$ cat src/rtl/wdt_pkg.sv
package wdt_pkg;
  localparam logic [7:0] RESTART_KEY = 8'hAC;

  typedef enum logic [1:0] {
    WIN_LAST_QUARTER = 2'b00,
    WIN_LAST_HALF    = 2'b01,
    WIN_LAST_3Q      = 2'b10,
    WIN_ALWAYS       = 2'b11
  } win_sel_e;
endpackage

$ cat src/rtl/wdt_limits.sv
module wdt_limits #(
  parameter int MIN_EXP = 10,
  parameter int SEL_W   = 3,
  localparam int NPER   = 1 << SEL_W,
  localparam int CNT_W  = MIN_EXP + NPER
) (
  input  logic [SEL_W-1:0] per_sel,
  input  logic [1:0]       win_sel,
  output logic [CNT_W-1:0] last_cnt,
  output logic [CNT_W-1:0] open_thr
);
  import wdt_pkg::*;

  logic [CNT_W-1:0] per_tab [NPER];

  for (genvar i = 0; i < NPER; i++) begin : g_per
    localparam logic [CNT_W-1:0] PERIOD = CNT_W'(1) << (MIN_EXP + i);
    assign per_tab[i] = PERIOD;
  end

  logic [CNT_W-1:0] period;
  assign period   = per_tab[per_sel];
  assign last_cnt = period - CNT_W'(1);

  always_comb begin
    unique case (win_sel_e'(win_sel))
      WIN_LAST_QUARTER: open_thr = period - (period >> 2);
      WIN_LAST_HALF:    open_thr = period >> 1;
      WIN_LAST_3Q:      open_thr = period >> 2;
      default:          open_thr = '0;
    endcase
  end
endmodule

$ cat src/rtl/wdt_run_gate.sv
module wdt_run_gate (
  input  logic slow_tick,
  input  logic osc_keep,
  input  logic halt_mode,
  input  logic stop_mode,
  input  logic osc_stop,
  output logic run
);
  logic frozen;
  assign frozen = !osc_keep && (halt_mode || stop_mode || osc_stop);
  assign run    = slow_tick && !frozen;
endmodule

$ cat src/rtl/wdt_window_guard.sv
module wdt_window_guard #(
  parameter int MIN_EXP = 10,
  parameter int SEL_W   = 3,
  localparam int CNT_W  = MIN_EXP + (1 << SEL_W)
) (
  input  logic             clk,
  input  logic             rst,
  input  logic             slow_tick,
  input  logic [SEL_W-1:0] per_sel,
  input  logic [1:0]       win_sel,
  input  logic             osc_keep,
  input  logic             halt_mode,
  input  logic             stop_mode,
  input  logic             osc_stop,
  input  logic             wr_en,
  input  logic [7:0]       wr_data,
  output logic             rst_req,
  output logic             cfg_err,
  output logic [CNT_W-1:0] count
);
  import wdt_pkg::*;

  logic [CNT_W-1:0] last_cnt;
  logic [CNT_W-1:0] open_thr;
  logic             run;

  wdt_limits #(.MIN_EXP(MIN_EXP), .SEL_W(SEL_W)) u_limits (
    .per_sel (per_sel),
    .win_sel (win_sel),
    .last_cnt(last_cnt),
    .open_thr(open_thr)
  );

  wdt_run_gate u_gate (
    .slow_tick(slow_tick),
    .osc_keep (osc_keep),
    .halt_mode(halt_mode),
    .stop_mode(stop_mode),
    .osc_stop (osc_stop),
    .run      (run)
  );

  logic win_open, good_wr, bad_wr, ovf_hit;
  assign win_open = count >= open_thr;
  assign good_wr  = wr_en && (wr_data == RESTART_KEY) && win_open;
  assign bad_wr   = wr_en && !good_wr;
  assign ovf_hit  = run && (count >= last_cnt) && !good_wr;

  always_ff @(posedge clk) begin
    if (rst) begin
      count   <= '0;
      rst_req <= 1'b0;
      cfg_err <= 1'b0;
    end else begin
      if (wr_en || ovf_hit)
        count <= '0;
      else if (run)
        count <= count + CNT_W'(1);
      rst_req <= bad_wr || ovf_hit;
      cfg_err <= (per_sel == '0) && (win_sel == 2'b00);
    end
  end
endmodule

$ cat config.mk
export PLATFORM = sky130hd
export DESIGN_NAME = wdt_window_guard
export DESIGN_NICKNAME = d
export VERILOG_FILES = /design/src/rtl/wdt_pkg.sv /design/src/rtl/wdt_limits.sv /design/src/rtl/wdt_run_gate.sv /design/src/rtl/wdt_window_guard.sv
export SDC_FILE = /design/constraint.sdc
export NUM_CORES = 1
export LEC_CHECK = 0
export ABC_AREA = 1
export ABC_CLOCK_PERIOD_IN_PS = 2950
export BUFFER_PORTS_ARGS = -buffer_cell sky130_fd_sc_hd__buf_2
export CAP_MARGIN = 20
export CORE_ASPECT_RATIO = 1.2
export CORE_MARGIN = 4
export CORE_UTILIZATION = 25
export CTS_CLUSTER_DIAMETER = 40
export DETAILED_ROUTE_END_ITERATION = 8
export GPL_ROUTABILITY_DRIVEN = 0
export PLACE_DENSITY = 0.41
export SLEW_MARGIN = 20
export SYNTH_ARGS = -nofsm -noshare
export SYNTH_HDL_FRONTEND = slang
export SYNTH_SLANG_ARGS = --single-unit
$ cat constraint.sdc
create_clock -name clk -period 2.95 [get_ports clk]
set_input_delay 0.295 -clock clk [delete_from_list [all_inputs] [get_ports clk]]
set_output_delay 0.295 -clock clk [all_outputs]
set_load 0.01 [all_outputs]
==> results_dict.tcl <==
set metrics [dict create \
    critPathLaunchType "input port" \
    seq_area_um2 400 \
    clkLatencyLatePin_ns 0.26 \
    syn-num-nets 314 \
    critPathKind "input port to flop" \
    yosysWarningCount 0 \
    track_usage_pct 12.0 \
    row_count 34 \
    avgSynthCellArea_um2 6.86 \
    hpwl_um 4200 \
    start_util_pct 25.7 \
    syn_area_mm2 0.00187 \
    ys_seq_area_share_pct 21.4 \
    antenna_cells 0 \
    vias 1839 \
    hold_class "input port to flop" \
    multi_input_area_mm2 0.00128 \
    cts_sinks 20 \
    clk_path_buf_depth 2 \
    maxCapViolCount 0 \
    synth.distinct_cells 31 \
    grt_max_degree 14 \
    drc_errors 0 \
    hold_buffers 0 \
    dp_cells 407 \
    stdcell_count 411 \
    cpMaxStageDelayCell "ha_1" \
    finalHoldViolations 0 \
    worstPathCellList "buf_2 > inv_1 > nor3_1 > ha_1 > o21ai_0 > nand2_1 > nand2_1 > o2111ai_1 > ha_1 > nand2_1 > inv_1 > nand2_1 > nand2_1 > a21oi_1 > nand3_1 > a21oi_1 > nand2_2 > nand2_4 > buf_12 > nor2_4" \
    finalCritPeriodShare_pct 85.8 \
    grt_pass1_vias 1879 \
    timing.fmax_mhz 395 \
    powerDensity_mw_per_mm2 263 \
    syn2layout_area_growth_pct 21.8 \
    crit_fanout 9 \
    setup_tns_ns 0 \
    portBuffers 40 \
    power.leakage_nw 1.09 \
    die_h_um 103 \
    crit_top_cell "nand2_1" \
    run_status "completed" \
    synth-seq-cells 20 \
    die_w_um 87.0 \
    rsz0062_at_grt "no" \
    required_ns 3.10 \
    syn_inst 273 \
    wire_per_inst_um 12.3 \
    layout-drive-gt1-share_pct 21.2 \
    ctsHtreeMaxLevel 1 \
    grt_pass1_wl_um 8510 \
    routed_wl_um 5060 \
    slew_violations 0 \
    cts_tree "yes" \
    critical-path-max-stage-delay_ns 0.30 \
    cts_buffers 3 \
    antenna_left 0 \
    root_buffer "clkbuf_8" \
    first_pass_iters 4 \
    dieArea_mm2 0.00895 \
    fp.coreArea_mm2 0.00727 \
    setup_viol 0 \
    fillers 835 \
    via_per_inst 4.47 \
    postCtsSetupRepairBufs 0 \
    antenna_found_initial 0 \
    arrival_ns 2.68 \
    max-vdd-ir-drop_uv 131 \
    cp-end-kind "flop" \
    nNetsFinal 363 \
    dr.first_iter.drc_count 35 \
    path_clk_slew_ns 0.08 \
    min_period_ns 2.53 \
    fin_util_pct 31.4 \
    num_io_pins 41 \
    whs_ns 0.236 \
    finalClockSkew_ns 0.00854 \
    grt_overflow 0 \
    cts_resized 0 \
]
## logic make-up after synthesis
kind of cell / after synthesis / share of synthesized area, %
XOR/XNOR: 16 / 7.48
flip-flops: 20 / 21.4
other: 1 / 0.200
multiplexers: 3 / 1.60
buffers and inverters: 44 / 10.2
AND/OR/NAND/NOR: 143 / 37.6
AO/OA/AOI/OAI: 26 / 8.22
adder cells (fa/ha/maj): 20 / 13.4
## metrics by stage
| stage | total power, mW | instance area [µm²] | setup WS, ns |
|---|---|---|---|
| final | 0.599 | 2280 | 0.419 |
| after global routing | 0.641 | 2280 | 0.135 |
| after global placement | 0.393 | 2230 | 0.193 |
| after CTS | 0.616 | 2280 | 0.418 |
| after floorplan | 0.352 | 1870 | 0.295 |
| after detailed placement | 0.393 | 2230 | 0.137 |
## flip-flops by register name, indices dropped and copies added, names as in the netlist
| name | count |
|---|---|
| count | 18 |
| rst_req | 1 |
| cfg_err | 1 |
## layout by cell type, fill, tap and decap left out, drive strengths merged
cell type | netlist | routed
nand2 | 57 | 57
nor2 | 52 | 52
buf | 3 | 47
inv | 41 | 41
ha | 20 | 20
dfxtp | 20 | 20
a21oi | 13 | 13
nand3 | 12 | 12
xor2 | 12 | 12
nand4 | 10 | 10
nor3 | 7 | 7
o21ai | 4 | 4
xnor2 | 4 | 4
clkbuf | 0 | 4
a22oi | 3 | 3
mux2i | 3 | 3
nor4 | 2 | 2
o2111ai | 1 | 1
o22ai | 1 | 1
a2bb2oi | 1 | 1
or2 | 1 | 1
o211ai | 1 | 1
nand3b | 1 | 1
and3 | 1 | 1
o31ai | 1 | 1
a21boi | 1 | 1
conb | 1 | 1
## Yosys cell counts
cell	instances	area (µm²)
a2bb2oi_1	1	8.76
mux2i_1	3	30.0
dfxtp_1	20	400
nand2_4	2	22.5
conb_1	1	3.75
xor2_1	12	105
nand3_1	12	60.1
buf_2	1	5.00
nor2_4	11	124
nor2_1	41	154
nand2_1	52	195
a21boi_0	1	7.51
nand4_1	10	62.6
nor4_1	2	12.5
nor3_1	7	35.0
a22oi_1	3	22.5
nand2_2	3	18.8
and3_1	1	6.26
o22ai_1	1	6.26
a21oi_1	13	65.1
ha_1	20	250
o211ai_1	1	7.51
buf_12	1	20.0
o2111ai_1	1	8.76
o21ai_0	4	20.0
o31ai_1	1	7.51
inv_1	41	154
buf_6	1	11.3
nand3b_1	1	7.51
xnor2_1	4	35.0
or2_2	1	6.26
## per-layer routing
metal | up-vias | track usage, % | wire length, µm
li1 | 983 | - | -
met1 | 828 | 13.9 | 2250
met2 | 26 | 22.7 | 2630
met3 | 2 | 1.68 | 158
met4 | 0 | 3.12 | 26
met5 | - | 0 | 0
## final timing paths
| check | from | to | slack (ns) | cells past startpoint |
|---|---|---|---|---|
| hold / removal | rst | cfg_err$_SDFF_PP0_ | 0.24 | 2 |
| hold reg to reg | count[5]$_SDFFE_PP0P_ | count[5]$_SDFFE_PP0P_ | 0.60 | 2 |
| setup / recovery | per_sel[2] | count[10]$_SDFFE_PP0P_ | 0.42 | 20 |
| setup reg to reg | count[13]$_SDFFE_PP0P_ | count[10]$_SDFFE_PP0P_ | 0.97 | 12 |
## power breakdown
| group | total [mW] | switching (mW) | internal (mW) |
|---|---|---|---|
| sequential | 0.273 | 0.00134 | 0.271 |
| clock | 0.215 | 0.0959 | 0.119 |
| combinational | 0.112 | 0.0664 | 0.0457 |
## critical path, delay by kind of cell
family | cells | cell delay (ns)
simple gates | 10 | 0.88
fa+ha+maj | 2 | 0.59
buf+inv | 4 | 0.48
compound gates | 4 | 0.43
## cell type report
class / instances / area share [%]
multi-input cells: 209 / 56.2
flip-flops and latches: 20 / 17.5
repair buffers: 47 / 12.2
inverters: 41 / 6.74
well taps: 90 / 4.93
clock buffers: 4 / 2.41
Power figures use the tool's default switching activity.
